[src/rtl/ee2w_pkg.sv]
// Shared constants and types for the two-wire EEPROM byte engine.
// Assumes an 8-bit data path and a 4-bit command code.
package ee2w_pkg;
    timeunit 1ns;
    timeprecision 1ps;

    localparam int BYTE_W = 8;
    localparam int CMD_W  = 4;

    // Status bit positions; the host decodes them, so they are fixed
    localparam int ST_ERR   = 7;
    localparam int ST_BUSY  = 6;
    localparam int ST_RXACK = 5;
    localparam int ST_TXACK = 4;

    typedef enum logic [CMD_W-1:0] {
        CMD_HALT  = 4'b0000,
        CMD_READ  = 4'b0010,
        CMD_WRITE = 4'b0011,
        CMD_STOP  = 4'b0101
    } cmd_e;

    typedef enum logic [1:0] {
        OP_NONE = 2'd0,
        OP_TX   = 2'd1,
        OP_RX   = 2'd2,
        OP_STOP = 2'd3
    } op_e;

    typedef enum logic [1:0] {
        FR_START = 2'd0,
        FR_DATA  = 2'd1,
        FR_ACK   = 2'd2,
        FR_STOP  = 2'd3
    } frame_e;
endpackage

[src/rtl/ee2w_cmd_decode.sv]
// Maps a host command code to a bus operation and a legality flag.
// Purely combinational; assumes the code is sampled only on an accepted write.
module ee2w_cmd_decode
    import ee2w_pkg::*;
(
    input  logic [CMD_W-1:0] code,
    output op_e              op,
    output logic             legal
);
    timeunit 1ns;
    timeprecision 1ps;

    // Decode the code into an operation; unknown codes are illegal
    always_comb begin
        op    = OP_NONE;
        legal = 1'b1;
        case (code)
            CMD_HALT:  op = OP_NONE;
            CMD_READ:  op = OP_RX;
            CMD_WRITE: op = OP_TX;
            CMD_STOP:  op = OP_STOP;
            default:   legal = 1'b0;
        endcase
    end
endmodule

[src/rtl/ee2w_quarter_tick.sv]
// Produces one-cycle ticks spaced QTR_CYC system clocks apart while run is high.
// The counter restarts whenever run is low, so the first tick comes QTR_CYC
// cycles after run rises.
module ee2w_quarter_tick #(
    parameter  int QTR_CYC = 320,
    localparam int CNT_W   = (QTR_CYC > 1) ? $clog2(QTR_CYC) : 1
) (
    input  logic clk,
    input  logic rst_n,
    input  logic run,
    output logic tick
);
    timeunit 1ns;
    timeprecision 1ps;

    logic [CNT_W-1:0] cnt;

    assign tick = run && (cnt == CNT_W'(QTR_CYC - 1));

    // Count system clocks within one quarter of the serial clock period
    always_ff @(posedge clk) begin
        if (!rst_n || !run || tick) cnt <= '0;
        else                        cnt <= cnt + CNT_W'(1);
    end
endmodule

[src/rtl/ee2w_bit_seq.sv]
// Bit-level sequencer. Each frame (START, data bit, ACK, STOP) spans four
// quarter ticks:
//   q0 lowers SCL, q1 sets SDA, q2 raises SCL, q3 samples or finishes.
// START and STOP move SDA while SCL is high. SCL is left high after every
// operation. Assumes launch is asserted only while busy is low.
module ee2w_bit_seq
    import ee2w_pkg::*;
(
    input  logic              clk,
    input  logic              rst_n,
    input  logic              launch,
    input  op_e               launch_op,
    input  logic [BYTE_W-1:0] tx_byte,
    input  logic              tick,
    input  logic              sda_in,
    output logic              busy,
    output logic              finish,
    output op_e               cur_op,
    output logic [BYTE_W-1:0] rx_byte,
    output logic              scl,
    output logic              sda_oe,
    output logic              edge_frame
);
    timeunit 1ns;
    timeprecision 1ps;

    localparam int IDX_W = $clog2(BYTE_W);

    frame_e            frame;
    logic [1:0]        ph;
    logic [IDX_W-1:0]  bit_idx;
    logic [BYTE_W-1:0] shreg;
    logic              bus_open;

    assign finish     = busy && tick && (ph == 2'd3) && (frame == FR_ACK || frame == FR_STOP);
    assign rx_byte    = shreg;
    assign edge_frame = (frame == FR_START) || (frame == FR_STOP);

    // Step through the frames of one operation on each quarter tick
    always_ff @(posedge clk) begin
        if (!rst_n) begin
            busy     <= 1'b0;
            cur_op   <= OP_NONE;
            frame    <= FR_DATA;
            ph       <= 2'd0;
            bit_idx  <= IDX_W'(BYTE_W - 1);
            shreg    <= '0;
            bus_open <= 1'b0;
            scl      <= 1'b1;
            sda_oe   <= 1'b0;
        end else if (launch && !busy) begin
            busy    <= 1'b1;
            cur_op  <= launch_op;
            shreg   <= tx_byte;
            ph      <= 2'd0;
            bit_idx <= IDX_W'(BYTE_W - 1);
            if (launch_op == OP_STOP)                   frame <= FR_STOP;
            else if (launch_op == OP_TX && !bus_open)   frame <= FR_START;
            else                                        frame <= FR_DATA;
        end else if (busy && tick) begin
            ph <= ph + 2'd1;
            case (frame)
                FR_START: begin
                    if (ph == 2'd0) sda_oe <= 1'b1;
                    if (ph == 2'd3) begin
                        frame    <= FR_DATA;
                        bus_open <= 1'b1;
                    end
                end
                FR_DATA: begin
                    case (ph)
                        2'd0: scl <= 1'b0;
                        2'd1: sda_oe <= (cur_op == OP_TX) ? ~shreg[BYTE_W-1] : 1'b0;
                        2'd2: scl <= 1'b1;
                        default: begin
                            shreg <= {shreg[BYTE_W-2:0], (cur_op == OP_RX) ? sda_in : 1'b0};
                            if (bit_idx == '0) frame <= FR_ACK;
                            else               bit_idx <= bit_idx - IDX_W'(1);
                        end
                    endcase
                end
                FR_ACK: begin
                    case (ph)
                        2'd0: scl <= 1'b0;
                        2'd1: sda_oe <= (cur_op == OP_RX);
                        2'd2: scl <= 1'b1;
                        default: busy <= 1'b0;
                    endcase
                end
                FR_STOP: begin
                    case (ph)
                        2'd0: scl <= 1'b0;
                        2'd1: sda_oe <= 1'b1;
                        2'd2: scl <= 1'b1;
                        default: begin
                            sda_oe   <= 1'b0;
                            bus_open <= 1'b0;
                            busy     <= 1'b0;
                        end
                    endcase
                end
            endcase
        end
    end
endmodule

[src/rtl/eeprom_byte_master.sv]
// Top of the two-wire EEPROM byte engine. Holds the data register and the
// status flags, accepts host commands while idle and raises a one-cycle
// interrupt when a bus operation ends. SDA is open-drain: sda_oe pulls low.
module eeprom_byte_master
    import ee2w_pkg::*;
#(
    parameter int QTR_CYC = 320
) (
    input  logic              clk,
    input  logic              rst_n,
    input  logic              wr_data_en,
    input  logic [BYTE_W-1:0] wr_data,
    input  logic              wr_cmd_en,
    input  logic [CMD_W-1:0]  wr_cmd,
    output logic [BYTE_W-1:0] data_q,
    output logic [7:0]        status_q,
    output logic              irq,
    output logic              scl,
    output logic              sda_oe,
    input  logic              sda_in
);
    timeunit 1ns;
    timeprecision 1ps;

    op_e               dec_op;
    logic              dec_legal;
    logic              tick;
    logic              busy;
    logic              finish;
    op_e               cur_op;
    logic [BYTE_W-1:0] rx_byte;
    logic              seq_edge_frame;
    logic              accept;
    logic              launch;

    logic [BYTE_W-1:0] data_r;
    logic              err_r;
    logic              rxack_r;
    logic              txack_r;
    logic [CMD_W-1:0]  cmd_r;
    logic              irq_r;

    ee2w_cmd_decode i_dec (
        .code  (wr_cmd),
        .op    (dec_op),
        .legal (dec_legal)
    );

    ee2w_quarter_tick #(.QTR_CYC(QTR_CYC)) i_tick (
        .clk   (clk),
        .rst_n (rst_n),
        .run   (busy),
        .tick  (tick)
    );

    ee2w_bit_seq i_seq (
        .clk        (clk),
        .rst_n      (rst_n),
        .launch     (launch),
        .launch_op  (dec_op),
        .tx_byte    (data_r),
        .tick       (tick),
        .sda_in     (sda_in),
        .busy       (busy),
        .finish     (finish),
        .cur_op     (cur_op),
        .rx_byte    (rx_byte),
        .scl        (scl),
        .sda_oe     (sda_oe),
        .edge_frame (seq_edge_frame)
    );

    assign accept = wr_cmd_en && !busy;
    assign launch = accept && dec_legal && (dec_op != OP_NONE);

    // Host registers, status flags and the end-of-operation interrupt
    always_ff @(posedge clk) begin
        if (!rst_n) begin
            data_r  <= '0;
            err_r   <= 1'b0;
            rxack_r <= 1'b1;
            txack_r <= 1'b1;
            cmd_r   <= '0;
            irq_r   <= 1'b0;
        end else begin
            irq_r <= finish;
            if (wr_data_en && !busy) data_r <= wr_data;
            if (accept) begin
                cmd_r <= wr_cmd;
                err_r <= !dec_legal;
                if (dec_legal && dec_op == OP_RX) txack_r <= 1'b1;
            end
            if (finish) begin
                case (cur_op)
                    OP_TX: rxack_r <= sda_in;
                    OP_RX: begin
                        data_r  <= rx_byte;
                        txack_r <= 1'b0;
                    end
                    default: ;
                endcase
            end
        end
    end

    assign data_q   = data_r;
    assign irq      = irq_r;
    assign status_q = {err_r, busy, rxack_r, txack_r, cmd_r};
endmodule

[config.mk]
export PLATFORM = sky130hd
export DESIGN_NAME = eeprom_byte_master
export DESIGN_NICKNAME = d
export VERILOG_FILES = /design/src/rtl/ee2w_pkg.sv /design/src/rtl/ee2w_cmd_decode.sv /design/src/rtl/ee2w_quarter_tick.sv /design/src/rtl/ee2w_bit_seq.sv /design/src/rtl/eeprom_byte_master.sv
export SDC_FILE = /design/constraint.sdc
export NUM_CORES = 1
export LEC_CHECK = 0
export BUFFER_PORTS_ARGS = -buffer_cell sky130_fd_sc_hd__buf_4
export CAP_MARGIN = 15
export CORE_AREA = 2 2 76 71
export DETAILED_ROUTE_END_ITERATION = 10
export DIE_AREA = 0 0 78 73
export PLACE_DENSITY = 0.71
export SYNTH_ARGS = -nofsm -noshare
export SYNTH_HDL_FRONTEND = slang
export SYNTH_SLANG_ARGS = --single-unit
[constraint.sdc]
create_clock -name clk -period 3.6 [get_ports clk]
set_clock_uncertainty 0.15 [all_clocks]
set_input_delay 0.18 -clock clk [delete_from_list [all_inputs] [get_ports clk]]
set_output_delay 0.18 -clock clk [all_outputs]
set_load 0.05 [all_outputs]
# Yosys cells after proc, flatten, opt, wreduce, memory -nomap -nowiden

Cells that the tools add are included.

Register bits: 46
Input bits: 17
Output and inout port bits: 19
Word-level logic and storage cells: 127

Add/subtract/negate cells: 3
Equal/unequal tests: 25
Muxes and demuxes: 35
Bitwise logic cells: 5
Reductions and logical operators: 43

Operator list:

| operator                                             | number |
|---|---|
| 2-to-1 mux 8 bit                                     | 7 |
| 2-to-1 mux 1 bit                                     | 16 |
| equality test 2 bit (second input constant)          | 7 |
| 2-to-1 mux 2 bit                                     | 6 |
| nonzero test 2 bit                                   | 6 |
| logical AND 1 bit                                    | 11 |
| AND reduction 5 bit                                  | 2 |
| adder 9 x 1 -> 9 bit (second input constant)         | 1 |
| equality test 9 bit (second input constant)          | 1 |
| equality test 2 x 1 -> 1 bit (second input constant) | 4 |
| equality test 4 x 2 -> 1 bit (second input constant) | 2 |
| != test 2 bit (second input constant)                | 4 |
| AND reduction 4 bit                                  | 2 |
| != test 2 x 1 -> 1 bit (second input constant)       | 3 |
| != test 3 x 2 -> 1 bit (second input constant)       | 2 |
| case mux 1 bit (2 select lines)                      | 3 |
| case mux 2 bit (3 select lines)                      | 1 |
| AND reduction 3 bit                                  | 2 |
| AND reduction 6 bit                                  | 1 |
| OR reduction 2 bit                                   | 3 |
| OR reduction 3 bit                                   | 2 |
| inverter 1 bit                                       | 5 |
| equality test 4 x 3 -> 1 bit (second input constant) | 1 |
| zero test 1 bit                                      | 4 |
| 12 further kinds                                     | 15 |

# Depth between registers and ports, before layout

Word-level depth: 8
Gate-level depth with buffers: 7
Mapped depth without buffers: 7

# Modules after synthesis

From an unflattened synthesis, not the netlist that was laid out.

Cells, all modules: 268
Area total of the unflattened synthesis: 2,383.5 um^2

Modules (own cells, without submodules):

| module             | times used | cells an instance | area an instance (um^2) | seq. area each (um^2) |
|---|---|---|---|---|
| ee2w_bit_seq       | 1          | 140               | 1,179.9                 | 420.4 |
| eeprom_byte_master | 1          | 71                | 716.9                   | 320.3 |
| ee2w_quarter_tick  | 1          | 49                | 427.9                   | 180.2 |
| ee2w_cmd_decode    | 1          | 8                 | 58.8                    | 0.0 |

# Least setup slack after synthesis

Ideal clock, no wire load.

Path type: register to register
Start: register i_seq.bit_idx[0]
End: register i_seq.bit_idx[1]
Library setup time: 120 ps
Data arrival time: 1,489 ps
Required time: 3,330 ps
Setup slack: 1,841 ps
Stages on the path, launching flop included: 7
Path buffers: 0
Period minus slack after synthesis: 1,759 ps
Path through: dfxtp_1 inv_1 ha_1 ha_1 nor4bb_1 nand4_1 a211o_1

Word-level cells in the longest chain between the ends: 3
Elaborated cells between the ends (all ways): 4
Those cells by class: add/sub (1); bitwise (1); reduce/logical (2)

Ends and longest elaborated chain:

| element                                                           | RTL line           | text |
|---|---|---|
| start, declared                                                   | ee2w_bit_seq.sv:31 | `logic [IDX_W-1:0] bit_idx;` |
| start signal, assigned                                            | ee2w_bit_seq.sv:46 | `bit_idx <= IDX_W'(BYTE_W - 1);` |
| start signal, assigned                                            | ee2w_bit_seq.sv:56 | `bit_idx <= IDX_W'(BYTE_W - 1);` |
| start signal, assigned                                            | ee2w_bit_seq.sv:78 | `else bit_idx <= bit_idx - IDX_W'(1);` |
| branches (longest 3 deep; another with subtractor 3 x 1 -> 3 bit) | --                 |  |

Several ways; the timed one is not identified.
A chain may end at the register's enable or synchronous reset.

# Final worst setup path

Start: register i_tick.cnt[0]
End: register txack_r

Word-level cells in the longest chain between the ends: 6

Ends and longest elaborated chain:

| element                        | RTL line                 | text |
|---|---|---|
| start, declared                | ee2w_quarter_tick.sv:16  | `logic [CNT_W-1:0] cnt;` |
| start signal, assigned         | ee2w_quarter_tick.sv:23  | `else cnt <= cnt + CNT_W'(1);` |
| equality test 9 bit            | ee2w_quarter_tick.sv:18  | `assign tick = run && (cnt == CNT_W'(QTR_CYC - 1));` |
| logical AND 1 bit              | ee2w_quarter_tick.sv:18  |  |
| logical AND 1 bit (3 in a row) | ee2w_bit_seq.sv:35       | `assign finish = busy && tick && (ph == 2'd3) && (frame == FR_ACK \|\| frame == FR_STOP);` |
| 2-to-1 mux 1 bit               | eeprom_byte_master.sv:93 | `if (finish) begin` |
| end signal, assigned           | eeprom_byte_master.sv:82 | `txack_r <= 1'b1;` |
| end signal, assigned           | eeprom_byte_master.sv:91 | `if (dec_legal && dec_op == OP_RX) txack_r <= 1'b1;` |
| end signal, assigned           | eeprom_byte_master.sv:98 | `txack_r <= 1'b0;` |
| end, declared                  | eeprom_byte_master.sv:39 | `logic txack_r;` |

Every way passes these cells.

==> flow_summary_export.csv <==
group,metric,value,unit
yosys,synth.cell_area,0.002395,sq mm
global_routing,global_route.usage.total,17.91,%
clock_tree,clock_tree_from_tritoncts,"yes",
yosys,postSynthCellCount,273,
final_layout,fillCellCount,484,
pwr,report.power.total,0.0009976,W
place,io_buffers,35,
die,core_area,0.005005,sq mm
timing,fin_crit,2166,ps
detailed_routing,avgViaCountPerCell,5.336,
setup_path,worst-path-max-fanout,9,
timing,final_max_slew_viols,0,
yosys,yosys_register_bits,46,
flow_run,max-cap-violations,0,
setup_path,signal_arrival_time_at_the_worst_endpoint,2230,ps
timing,fin_setup_tns,0,ps
setup_path,reg2reg_slack,1430,ps
yosys,synthesized_nets,298,
pwr,internal_power_of_the_cells,0.0007168,W
yosys,yosys-top-cells-count,"46 x sky130_fd_sc_hd__dfxtp_1, 42 x sky130_fd_sc_hd__nand2_1, 21 x sky130_fd_sc_hd__nor2_1",
clock_tree,htreeDepth,2,
pwr,switching_share,28.15,%
pwr,leakage,1.209,nW
final_layout,growth_of_design_area_from_synthesis_to_finish,15.67,%
timing,timing.final.ws_setup,1434,ps
yosys,syn-mean-instance-area,8.772,sq um
die,dieWidth,78,microns
timing,final_cycle_utilization_of_the_critical_path,60.17,%
yosys,synth_most_common_cell,"sky130_fd_sc_hd__dfxtp_1",
setup_path,criticalPathCategory,"flop to flop",
yosys,synth_enable_flop_cells,0,
final_layout,proportion_of_layout_cells_with_a_drive_suffix_above_1,19.87,%
detailed_routing,count_of_routing_violations_after_the_opening_detailed_route_iteration,118,
clock_tree,post-cts-setup-buffer-count,0,
clock_tree,ctsLongestPathBuffers,2,
die,initial_core_util,47.85,%
clock_tree,tritoncts_num_sinks,46,
global_routing,grt_antenna_before_repair,0,
detailed_routing,ant_nets,0,
yosys,synth_cell_type_count,45,
min_path,min_delay_worst_endpoint,"cmd_r[1]$_SDFFE_PN0N_",
place,dpl_cell_area,0.002640,sq mm
final_layout,antenna_cells,0,
min_path,worst_hold_path.num_cells,3,
setup_path,critical_path.reg2reg.endpoint,"txack_r$_SDFF_PN1_",
detailed_routing,detailroute.via_count,1969,
timing,worst_hold_margin,11.41,ps
die,row_count,25,
setup_path,rr_startpoint,"i_tick.cnt[0]$_SDFF_PP0_",
final_layout,design.final.nets,326,
clock_tree,clk_pin_slew,90,ps
detailed_routing,wl_per_cell,12.91,microns
yosys,synth_sequential_area_ratio,38.45,%
place,place_hpwl,3.332,mm
timing,max_clock_freq,0.4617,GHz
timing,hold_viol,0,
timing,worst_slew_margin_rel,59.03,%
detailed_routing,drtPass1Iterations,4,
pwr,netSwitchingPower,0.0002808,W
detailed_routing,aggregate_routed_wire_length,4.765,mm
setup_path,crit_required,3660,ps
clock_tree,worst_skew_pair.late_latency,310,ps
yosys,synthDominantAreaCellType,"sky130_fd_sc_hd__dfxtp_1",
pwr,power_frac_comb,13.8,%
pwr,vdd_ir_drop_max,0.2364,mV
setup_path,critical_path.startpoint_type,"flop",
place,place_congestion,0.7921,
min_path,hold_path_startpoint,"wr_cmd[1]",
pwr,reg_power_share,54.1,%
setup_path,reg2regPathDepth,5,
global_routing,grt.overflow.total,0,
run_status,status,"finished clean",
pwr,clock_network_fraction_of_total_power,32.1,%
timing,setup_repair_after_global_routing_missed_its_margin,"false",
global_routing,grt_pass1_vias,1833,
place,place_worst_setup_slack,1421,ps
die,floorplan.die_area,0.005694,sq mm
timing,timing.final.setup_violations,0,
min_path,holdCritPathClass,"input pin to flop",
final_layout,final_standard_cell_area_without_fillers,0.002770,sq mm
timing,worst-slew-pin-transition,612.8,ps
die,chipHeight,73,microns
setup_path,worstSetupEndpointType,"flop",
clock_tree,cts_root_buf,"sky130_fd_sc_hd__clkbuf_8",
yosys,synth_largest_type_area_fraction,38.45,%
yosys,yosysWarnings,0,
pwr,p_per_area,360.1,mW/mm^2
detailed_routing,detail_route.drc_violations,0,
yosys,synth.area.top_cells,"sky130_fd_sc_hd__dfxtp_1 38%, sky130_fd_sc_hd__nand2_1 6.6%, sky130_fd_sc_hd__mux2i_1 5.9%",
yosys,dominantRegCellSynth,"sky130_fd_sc_hd__dfxtp_1",
global_routing,grt_pass1_wl,8.176,mm
clock_tree,cts_made_buffers,5,
global_routing,grt_max_degree,36,
yosys,async_reset_ff_share,0,%
die,io_pins,36,
clock_tree,count_of_cells_resized_by_post_cts_repair,0,
[registers in the layout, summed over array words and instances, names as in the netlist]
signal          cells
err_r               1
rxack_r             1
i_seq.busy          1
irq                 1
i_seq.cur_op        2
i_seq.rx_byte       8
i_seq.frame         2
i_tick.cnt          9
i_seq.bit_idx       3
i_seq.sda_oe        1
i_seq.bus_open      1
data_q              8
i_seq.ph            2
i_seq.scl           1
txack_r             1
cmd_r               4
[layout by cell type (no fill, tap or decap), types with 2 or more instances in the layout]
cell,Yosys,final
sky130_fd_sc_hd__nor4_4,2,2
sky130_fd_sc_hd__dlygate4sd3_1,0,4
sky130_fd_sc_hd__dfxtp_1,46,46
sky130_fd_sc_hd__nand4_1,3,3
sky130_fd_sc_hd__o31ai_1,9,9
sky130_fd_sc_hd__mux2_2,8,8
sky130_fd_sc_hd__nand2b_1,5,5
sky130_fd_sc_hd__and2_1,2,2
sky130_fd_sc_hd__o21ai_0,8,8
sky130_fd_sc_hd__a211o_1,2,2
sky130_fd_sc_hd__a311oi_1,2,2
sky130_fd_sc_hd__nand3b_1,5,5
sky130_fd_sc_hd__mux2i_1,14,14
sky130_fd_sc_hd__inv_1,14,14
sky130_fd_sc_hd__a21oi_1,8,8
sky130_fd_sc_hd__a31oi_1,9,9
sky130_fd_sc_hd__xor2_1,6,6
sky130_fd_sc_hd__nor2b_1,3,3
sky130_fd_sc_hd__a41o_1,2,2
sky130_fd_sc_hd__nand2_1,42,42
sky130_fd_sc_hd__and3_1,2,2
sky130_fd_sc_hd__xnor2_1,4,4
sky130_fd_sc_hd__ha_1,8,8
sky130_fd_sc_hd__clkbuf_8,0,5
sky130_fd_sc_hd__buf_4,5,36
sky130_fd_sc_hd__a21o_1,2,2
sky130_fd_sc_hd__nand3_1,12,12
sky130_fd_sc_hd__nor2_1,21,21
[cell type report]
class,count,area (sq um),share of cell area (%)
clock buffers,5,68.82,2.484
clock inverters,3,21.27,0.7678
inverters,14,52.55,1.897
multi-input cells,194,1313,47.38
flip-flops and latches,46,920.9,33.24
well taps,67,83.83,3.026
repair buffers,40,310.3,11.20
[worst max-delay path, stage by stage, from the launching register on]
cell                      delay (ps)
sky130_fd_sc_hd__dfxtp_1         350
sky130_fd_sc_hd__ha_1            220
sky130_fd_sc_hd__nand2_1         190
sky130_fd_sc_hd__nor4_4          340
sky130_fd_sc_hd__nand3_1         510
sky130_fd_sc_hd__a21o_1          320
[power groups by stage]
stage                     Clock [W]  Sequential, W  Combinational (W)
final                      0.000320       0.000540           0.000137
after global routing       0.000347       0.000543           0.000149
after CTS                  0.000331       0.000540           0.000138
after detailed placement          0       0.000552           0.000134
after global placement            0       0.000552           0.000132
after floorplan                   0       0.000576          0.0000704
[cells by family after synthesis]
family          after synthesis  synth area share [%]
fa+ha+maj                     8                 4.180
xor+xnor                     10                 3.657
compound gates               47                 13.17
buf+inv                      33                 6.740
mux                          22                 9.613
simple gates                107                 24.19
flops                        46                 38.45
[layer usage]
metal  track usage (%)  wire (microns)
met5                 0               0
met2             28.26            2137
met3             4.455             200
met1             23.25            2342
met4             8.382              85
[per-stage QoR]
stage	cells	util, %
after global placement	357	52.75
after detailed placement	357	52.75
after floorplan	273	-
after global routing	369	55.35
after CTS	369	55.35
final	369	55.35
[worst max-delay path by stage]
stage | from | end | cells past startpoint
final | i_tick.cnt[0]$_SDFF_PP0_ | txack_r$_SDFF_PN1_ | 5
after floorplan | i_seq.bit_idx[0]$_SDFFE_PP1P_ | i_seq.bit_idx[1]$_SDFFE_PP1P_ | 6
after detailed placement | i_tick.cnt[0]$_SDFF_PP0_ | txack_r$_SDFF_PN1_ | 5
after CTS | i_tick.cnt[0]$_SDFF_PP0_ | txack_r$_SDFF_PN1_ | 5
after global placement | i_tick.cnt[0]$_SDFF_PP0_ | txack_r$_SDFF_PN1_ | 5
after global routing | i_tick.cnt[0]$_SDFF_PP0_ | data_q[4]$_SDFF_PN0_ | 5
[what timing repair did]
item / CTS / global route
hold buffers: 4 / 0
endpoints found under the setup margin: 0 / 0
endpoints found under the hold margin: 4 / 0
Note: power is estimated with default switching activity, not from simulation.
